==> src/rtl/spi_frame_timer.sv <==
module spi_frame_timer #(
  parameter int CNT_W = 20
) (
  input  logic        clk,
  input  logic        rst_n,
  input  logic        start,
  input  logic [30:0] attr,
  input  logic        cont,
  output logic        sck,
  output logic        cs_en,
  output logic        shift_stb,
  output logic        sample_stb,
  output logic        frame_done,
  output logic        lsb_first
);
  localparam int EDGE_W = 6;

  typedef enum logic [2:0] {S_IDLE, S_LEAD, S_XFER, S_HOLD, S_TRAIL, S_GAP} state_t;

  function automatic logic [CNT_W-1:0] half_of(input logic [1:0] p, input logic [3:0] s);
    logic [CNT_W-1:0] pr, sc;
    case (p)
      2'd0: pr = CNT_W'(2);
      2'd1: pr = CNT_W'(3);
      2'd2: pr = CNT_W'(5);
      default: pr = CNT_W'(7);
    endcase
    sc = (s < 4'd4) ? CNT_W'({s, 1'b0} + 5'd2) : (CNT_W'(1) << s);
    return (pr * sc) >> 1;
  endfunction

  function automatic logic [CNT_W-1:0] delay_of(input logic [1:0] p, input logic [3:0] n);
    return CNT_W'({p, 1'b1}) << ({1'b0, n} + 5'd1);
  endfunction

  state_t              state_q;
  logic [CNT_W-1:0]    cnt_q;
  logic [EDGE_W-1:0]   edges_q;
  logic                cpha_q, cont_q;
  logic [1:0]          bp_q, tp_q, gp_q;
  logic [3:0]          bs_q, tn_q, gn_q;

  logic                take;
  logic [EDGE_W-1:0]   in_edges;
  logic [CNT_W-1:0]    in_half, in_lead, cur_half, cur_trail, cur_gap;

  assign in_edges  = (attr[3:0] < 4'd3) ? EDGE_W'(8)
                                        : (EDGE_W'({1'b0, attr[3:0]} + 5'd1) << 1);
  assign in_half   = half_of(attr[8:7], attr[12:9]);
  assign in_lead   = delay_of(attr[14:13], attr[18:15]);
  assign cur_half  = half_of(bp_q, bs_q);
  assign cur_trail = delay_of(tp_q, tn_q);
  assign cur_gap   = delay_of(gp_q, gn_q);

  assign frame_done = (state_q == S_HOLD) || (state_q == S_GAP && cnt_q == '0);
  assign take       = start && (state_q == S_IDLE || frame_done);
  assign cs_en      = (state_q == S_LEAD) || (state_q == S_XFER) ||
                      (state_q == S_HOLD) || (state_q == S_TRAIL);

  always_ff @(posedge clk or negedge rst_n) begin
    if (!rst_n) begin
      cpha_q <= 1'b0; cont_q <= 1'b0; lsb_first <= 1'b0;
      bp_q <= '0; bs_q <= '0; tp_q <= '0; tn_q <= '0; gp_q <= '0; gn_q <= '0;
    end else if (take) begin
      cpha_q    <= attr[5];
      lsb_first <= attr[6];
      cont_q    <= cont;
      bp_q <= attr[8:7];   bs_q <= attr[12:9];
      tp_q <= attr[20:19]; tn_q <= attr[24:21];
      gp_q <= attr[26:25]; gn_q <= attr[30:27];
    end
  end

  always_ff @(posedge clk or negedge rst_n) begin
    if (!rst_n) begin
      state_q    <= S_IDLE;
      cnt_q      <= '0;
      edges_q    <= '0;
      sck        <= 1'b0;
      shift_stb  <= 1'b0;
      sample_stb <= 1'b0;
    end else begin
      shift_stb  <= 1'b0;
      sample_stb <= 1'b0;
      if (take) begin
        sck     <= attr[4];
        edges_q <= in_edges;
      end
      case (state_q)
        S_IDLE: begin
          if (take) begin
            state_q <= S_LEAD;
            cnt_q   <= in_lead - 1'b1;
          end
        end
        S_LEAD: begin
          if (cnt_q == '0) begin
            state_q <= S_XFER;
            cnt_q   <= cur_half - 1'b1;
          end else begin
            cnt_q <= cnt_q - 1'b1;
          end
        end
        S_XFER: begin
          if (cnt_q == '0) begin
            sck        <= ~sck;
            sample_stb <= cpha_q ? edges_q[0] : ~edges_q[0];
            shift_stb  <= cpha_q ? ~edges_q[0] : (edges_q[0] && edges_q != EDGE_W'(1));
            edges_q    <= edges_q - 1'b1;
            if (edges_q == EDGE_W'(1)) begin
              state_q <= cont_q ? S_HOLD : S_TRAIL;
              cnt_q   <= cur_trail - 1'b1;
            end else begin
              cnt_q <= cur_half - 1'b1;
            end
          end else begin
            cnt_q <= cnt_q - 1'b1;
          end
        end
        S_HOLD: begin
          if (take) begin
            state_q <= S_XFER;
            cnt_q   <= in_half - 1'b1;
          end else begin
            state_q <= S_TRAIL;
            cnt_q   <= cur_trail - 1'b1;
          end
        end
        S_TRAIL: begin
          if (cnt_q == '0) begin
            state_q <= S_GAP;
            cnt_q   <= cur_gap - 1'b1;
          end else begin
            cnt_q <= cnt_q - 1'b1;
          end
        end
        S_GAP: begin
          if (cnt_q == '0) begin
            if (take) begin
              state_q <= S_LEAD;
              cnt_q   <= in_lead - 1'b1;
            end else begin
              state_q <= S_IDLE;
            end
          end else begin
            cnt_q <= cnt_q - 1'b1;
          end
        end
        default: state_q <= S_IDLE;
      endcase
    end
  end
endmodule

==> config.mk <==
export PLATFORM = sky130hd
export DESIGN_NAME = spi_frame_timer
export DESIGN_NICKNAME = d
export VERILOG_FILES = /design/src/rtl/spi_frame_timer.sv
export SDC_FILE = /design/constraint.sdc
export NUM_CORES = 1
export LEC_CHECK = 0
export BUFFER_PORTS_ARGS = -buffer_cell sky130_fd_sc_hd__buf_2
export CAP_MARGIN = 20
export CORE_ASPECT_RATIO = 1.75
export CORE_UTILIZATION = 48
export CTS_BUF_LIST = sky130_fd_sc_hd__clkbuf_8
export DETAILED_ROUTE_END_ITERATION = 10
export PLACE_DENSITY = 0.74
export SLEW_MARGIN = 30
export SYNTH_ARGS = -nofsm -noshare
export SYNTH_HDL_FRONTEND = slang
export SYNTH_SLANG_ARGS = --single-unit
export TNS_END_PERCENT = 100
==> constraint.sdc <==
create_clock -name clk -period 13.31 [get_ports clk]
set_clock_uncertainty 0.15 [all_clocks]
set_input_delay 2.662 -clock clk [delete_from_list [all_inputs] [get_ports clk]]
set_output_delay 2.662 -clock clk [all_outputs]
set_load 0.05 [all_outputs]
---- Word-level counts from Yosys, hierarchy flattened ----
Cells that the tools add are included.
word-level totals
  input bits .............................. 35
  bits in registers ....................... 53
  word-level logic and storage cells ...... 106
  output and inout bits ................... 6
cells by class
  $lt $le $gt $ge ......................... 3
  shifts and indexed selects .............. 5
  add/subtract/negate cells ............... 13
  reduce and logical (&&, ||, !) cells .... 14
  $mul .................................... 2
  equal/unequal tests ..................... 17
  multiplexer cells ....................... 35
  bitwise logic cells ..................... 2
operator list
  cell                                                        count
  2-to-1 mux 20 bit                                           9
  one-hot mux 20 bit (6 select lines)                         1
  subtractor 20 x 1 -> 20 bit, second input constant          4
  left shift 3 x 5 -> 20 bit                                  3
  multiplier 20 x 20 -> 20 bit                                2
  left shift 1 x 4 -> 20 bit, first input constant            2
  subtractor 19 x 1 -> 20 bit, second input constant          2
  2-to-1 mux 3 bit                                            8
  2-to-1 mux 6 bit                                            4
  adder 4 x 1 -> 5 bit, second input constant                 4
  logical NOT 20 bit                                          1
  one-hot mux 3 bit (3 select lines)                          2
  one-hot mux 3 bit (6 select lines)                          1
  adder 5 x 2 -> 6 bit, second input constant                 2
  2-to-1 mux 1 bit                                            10
  != test 2 x 1 -> 1 bit, second input constant               5
  less-than comparator 4 x 3 -> 1 bit, second input constant  2
  == test 3 x 2 -> 1 bit, second input constant               2
  == test 3 bit, second input constant                        2
  == test 6 x 1 -> 1 bit, second input constant               1
  != test 6 x 1 -> 1 bit, second input constant               1
  AND reduction 6 bit                                         1
  nonzero test 6 bit                                          1
  subtractor 6 x 1 -> 6 bit, second input constant            1
  10 further kinds                                            20

---- Logic depth before layout (Yosys ltp) ----
  word-level depth ........................ 8
  depth in mapped cells ................... 20
  depth with buffers taken out ............ 19

---- Worst setup path before layout ----
No wires, ideal clock.
  kind .................................... input to register
  start ................................... input attr[9]
  end ..................................... register cnt_q[16]
  stages .................................. 18
  slack ................................... 6.418 ns
  library setup time ...................... 0.131 ns
  buffers on the path ..................... 0
  required time ........................... 13.029 ns
  arrival ................................. 6.610 ns
  path through ............................ ha_1 > ha_1 > nor2_1 > a21oi_1 > or3b_2 > fa_1 > inv_1 > ha_1 > a211oi_1 > o21ai_0 > a21oi_1 > xor2_1 > nand4_1 > nor3_1 > nand2_1 > xnor2_1 > o221ai_1 > or3_1
between the ends
  word-level cells in the longest chain between the ends .. 6
  elaborated cells between the ends (all ways) .. 8
  classes of those cells .................. add/sub: 2; mul: 1; order compare: 1; shift: 1; mux: 3
ends and longest elaborated chain
  item                                                RTL line  text
  start: declaration                                  7         input logic [30:0] attr,
  adder 5 x 2 -> 6 bit, or another cell as far along  28        sc = (s < 4'd4) ? CNT_W'({s, 1'b0} + 5'd2) : (CNT_W'(1) << s);
  2-to-1 mux 20 bit (*)                               28
  multiplier 20 x 20 -> 20 bit (*)                    29        return (pr * sc) >> 1;
  subtractor 19 x 1 -> 20 bit (*)                     123       cnt_q <= in_half - 1'b1;
  2-to-1 mux 20 bit (*)                               121       if (take) begin
  one-hot mux 20 bit (6 select lines) (*)             89        case (state_q)
  end signal: assignment                              93        cnt_q <= in_lead - 1'b1;
  end signal: assignment                              123
  end signal: assignment                              126       cnt_q <= cur_trail - 1'b1;
  end: declaration                                    37        logic [CNT_W-1:0] cnt_q;
Every way passes the cells marked *; elsewhere a longest branch is shown, timed or not.
A chain may end at the register's enable or synchronous reset.

---- Final worst setup path ----
  start ................................... input attr[11]
  end ..................................... register cnt_q[16]
Same word-level chain as after synthesis.

==> results.json <==
{
  "core_um2": 22300,
  "mostFrequentLayoutCell": "sky130_fd_sc_hd__nand2_1",
  "fillers": 2294,
  "relSlewSlack": 0.329,
  "timing.fmax_mhz": 137,
  "startpoint_type": "input pin",
  "worst_ep_arrival_time_ns": 7.43,
  "drt_iter0_drc": 1123,
  "rrSetupSlack_ns": 6.96,
  "fin_hold_ws_ns": 0.339,
  "antennaDiodeCount": 0,
  "yosys_synthesis_warning_count": 0,
  "antenna_left": 0,
  "routed_wire_length_per_instance_um": 21.3,
  "insertion_delay_ns": 0.38,
  "finalHoldViolCount": 0,
  "tritoncts_buffer_count": 5,
  "setup_violations": 0,
  "avgViaCountPerCell": 6.50,
  "final.min_clock_period_ns": 7.32,
  "pwr_density_nw_per_um2": 60.5,
  "cts_hold_buffers_added": 0,
  "synth_seq_area_share": 0.121,
  "wirelength_um": 39800,
  "report.final.slew_viol_count": 0,
  "worst_hold_path_type": "register to register",
  "synth-edff-count": 0,
  "tightest_slew_ns": 1.00,
  "leakagePower_nw": 5.00,
  "utilization": 0.508,
  "placedCellCount": 1857,
  "rsz0062_at_grt": "false",
  "grt-ovfl-total": 0,
  "cp_max_fo": 17,
  "ys_async_sr_fraction": 1.00,
  "drc": 0,
  "worstPathRequired_ns": 13.42,
  "fin_cells": 1865,
  "port_buffer_count": 40,
  "timing_worst_setup_path_type": "input pin to register",
  "h-tree-depth": 2,
  "post_synth_instance_area_um2": 11000,
  "final_cell_mix": "249 x sky130_fd_sc_hd__nand2_1, 134 x sky130_fd_sc_hd__o21ai_0, 128 x sky130_fd_sc_hd__nor2_1",
  "mean_cell_area_of_the_mapped_netlist_um2": 6.82,
  "yosysTopAreaCellShare": 0.121,
  "floorplan.initialDensity": 0.492,
  "drive_gt1_frac": 0.0701,
  "first_global_vias": 11600,
  "timing.critical_path.to_type": "register",
  "cts_tree": "yes",
  "routability_driven_placement_congestion_ratio": 1.04,
  "ir_drop_mv": 0.0390,
  "yosys_register_bits": 53,
  "wire_length_of_the_first_global_routing_pass_um": 61800,
  "clock_sink_count": 53,
  "largest_net_degree_at_the_start_of_global_routing": 58,
  "floorplan.die_area_um2": 23400,
  "chipHeight_um": 202,
  "crit-reg2reg-capture": "cnt_q[17]",
  "routed-via-count": 12100,
  "design.portCount": 41,
  "most_instantiated_flip_flop_cell_in_the_synthesis_netlist": "sky130_fd_sc_hd__dfrtp_1",
  "drv.max_cap_violation_count": 0,
  "netlist_instances": 1605,
  "finalNetCount": 1696,
  "cts_post_setup_buffers_inserted": 0,
  "crit_path_start": "attr[11]",
  "grt_antenna_before_repair": 0,
  "distinct_cell_type_count_after_synthesis": 94,
  "syn_to_layout_area_delta_pct": 3.29,
  "worst-r2r-cell-count": 18,
  "cts_root_buf": "sky130_fd_sc_hd__clkbuf_8",
  "dp_hpwl_um": 30600,
  "synth_top_cell_by_area": "sky130_fd_sc_hd__dfrtp_1",
  "die_width_um": 116,
  "synthTopCellsByArea": "sky130_fd_sc_hd__dfrtp_1 12%, sky130_fd_sc_hd__nand2_1 8.5%, sky130_fd_sc_hd__ha_1 7.2%",
  "hold_path.startpoint": "lsb_first",
  "cts.reportedPaths.clkPinSlew_ns": 0.12,
  "holdPathStages": 2,
  "fin_tns_setup_ns": 0,
  "global_route.usage.total": 0.345,
  "worst_setup_path_endpoint": "cnt_q[16]",
  "cts-resized-gates": 0,
  "min_period_over_period": 0.550,
  "placementRows": 72,
  "detailedRoute.firstPassIterationCount": 7,
  "timing.rr.start": "bs_q[2]",
  "largest_buffer_count_on_any_clock_path": 2,
  "run_status": "complete, no violations"
}
==> metal layers <==
layer / part of all wire / wire [um] / global-route usage / vias up
li1: - / - / - / 5716
met3: 0.076 / 3030 / 0.0693 / 180
met4: 0.094 / 3740 / 0.287 / 0
met2: 0.48 / 19200 / 0.587 / 619
met1: 0.35 / 13800 / 0.356 / 5613
met5: 0 / 0 / 0 / -
==> report_power, final <==
part           switching, mW  total [mW]  internal (mW)
registers             0.0300       0.207          0.177
logic                  0.234       0.360          0.127
clock network         0.0786       0.117         0.0385
==> critical path, cell delays in order <==
cell                       delay, ns
sky130_fd_sc_hd__buf_2          0.25
sky130_fd_sc_hd__inv_1          0.16
sky130_fd_sc_hd__ha_1           0.31
sky130_fd_sc_hd__nor2_1         0.08
sky130_fd_sc_hd__a21oi_1        0.06
sky130_fd_sc_hd__nor2_1         0.13
sky130_fd_sc_hd__o21ai_0        0.14
sky130_fd_sc_hd__fa_1           0.54
sky130_fd_sc_hd__inv_1          0.06
sky130_fd_sc_hd__fa_1           0.40
sky130_fd_sc_hd__a211oi_1       0.44
sky130_fd_sc_hd__o21ai_0        0.31
sky130_fd_sc_hd__a31oi_1        0.40
sky130_fd_sc_hd__nand2b_1       0.12
sky130_fd_sc_hd__a211oi_1       0.50
sky130_fd_sc_hd__nor3_1         0.18
sky130_fd_sc_hd__nand2_1        0.12
sky130_fd_sc_hd__xnor2_1        0.12
sky130_fd_sc_hd__o221ai_1       0.13
sky130_fd_sc_hd__or3_1          0.31
==> logic make-up (layout without fill, tap and decap cells) <==
group	count (synthesis)	count (layout)	share of synthesized area
adder cells (fa/ha/maj)	93	93	0.127
AO/OA/AOI/OAI	492	492	0.290
AND/OR/NAND/NOR	680	680	0.306
other	1	4	0.000342
XOR/XNOR	93	93	0.0744
multiplexers	16	16	0.0153
buffers and inverters	177	138	0.0659
flip-flops	53	53	0.121
==> cells in the mapped netlist, types with 7 or more instances <==
master,number
sky130_fd_sc_hd__nor3_1,36
sky130_fd_sc_hd__ha_1,63
sky130_fd_sc_hd__o21a_1,12
sky130_fd_sc_hd__a21o_1,24
sky130_fd_sc_hd__a221oi_1,8
sky130_fd_sc_hd__mux2i_1,10
sky130_fd_sc_hd__buf_1,11
sky130_fd_sc_hd__nor2_1,128
sky130_fd_sc_hd__dfrtp_1,53
sky130_fd_sc_hd__clkbuf_1,71
sky130_fd_sc_hd__fa_1,30
sky130_fd_sc_hd__o21ai_0,134
sky130_fd_sc_hd__nand4_1,21
sky130_fd_sc_hd__a31oi_1,24
sky130_fd_sc_hd__o31ai_1,9
sky130_fd_sc_hd__nor2b_1,23
sky130_fd_sc_hd__nand2b_1,21
sky130_fd_sc_hd__a211oi_1,14
sky130_fd_sc_hd__xnor2_1,47
sky130_fd_sc_hd__buf_2,10
sky130_fd_sc_hd__a22oi_1,16
sky130_fd_sc_hd__nand3_1,48
sky130_fd_sc_hd__a21oi_1,112
sky130_fd_sc_hd__inv_1,79
sky130_fd_sc_hd__or2_2,13
sky130_fd_sc_hd__a221o_1,8
sky130_fd_sc_hd__and3_1,20
sky130_fd_sc_hd__or3b_2,7
sky130_fd_sc_hd__o221ai_1,8
sky130_fd_sc_hd__xor2_1,46
sky130_fd_sc_hd__nor4_1,18
sky130_fd_sc_hd__nand2_1,249
sky130_fd_sc_hd__o22ai_1,19
sky130_fd_sc_hd__o211ai_1,19
sky130_fd_sc_hd__and2_1,21
sky130_fd_sc_hd__nor3b_1,15
sky130_fd_sc_hd__or3_1,18
==> cell type report <==
cell class              instances  area, um2  share of cell area
clock inverters                 3       25.0             0.00221
inverters                      80        300              0.0265
flip-flops and latches         53       1330               0.117
multi-input cells            1378       8950               0.791
repair buffers                 50        275              0.0243
well taps                     296        370              0.0327
clock buffers                   5       68.8             0.00608
==> per-stage QoR <==
| stage | total power, mW | area [um2] | setup WS (ns) |
|---|---|---|---|
| global placement | 0.548 | 11200 | 5.80 |
| CTS | 0.671 | 11300 | 6.05 |
| global route | 0.723 | 11300 | 5.43 |
| finish | 0.684 | 11300 | 5.99 |
| detailed placement | 0.554 | 11200 | 5.65 |
| floorplan | 0.454 | 11000 | 6.42 |
==> registers in the layout, summed over array words and instances (netlist names) <==
signal      cells
bp_q            2
cont_q          1
tn_q            4
gn_q            4
lsb_first       1
gp_q            2
state_q         3
sck             1
cnt_q          20
bs_q            4
shift_stb       1
cpha_q          1
sample_stb      1
tp_q            2
edges_q         6
==> worst min-delay path by stage <==
| stage | end | slack, ns |
|---|---|---|
| after floorplan | edges_q[5] | 0.31 |
| after global placement | lsb_first | 0.31 |
| after detailed placement | lsb_first | 0.31 |
| after CTS | lsb_first | 0.34 |
| after global routing | lsb_first | 0.36 |
| final | lsb_first | 0.34 |
Note: power is estimated with default switching activity, not from simulation.
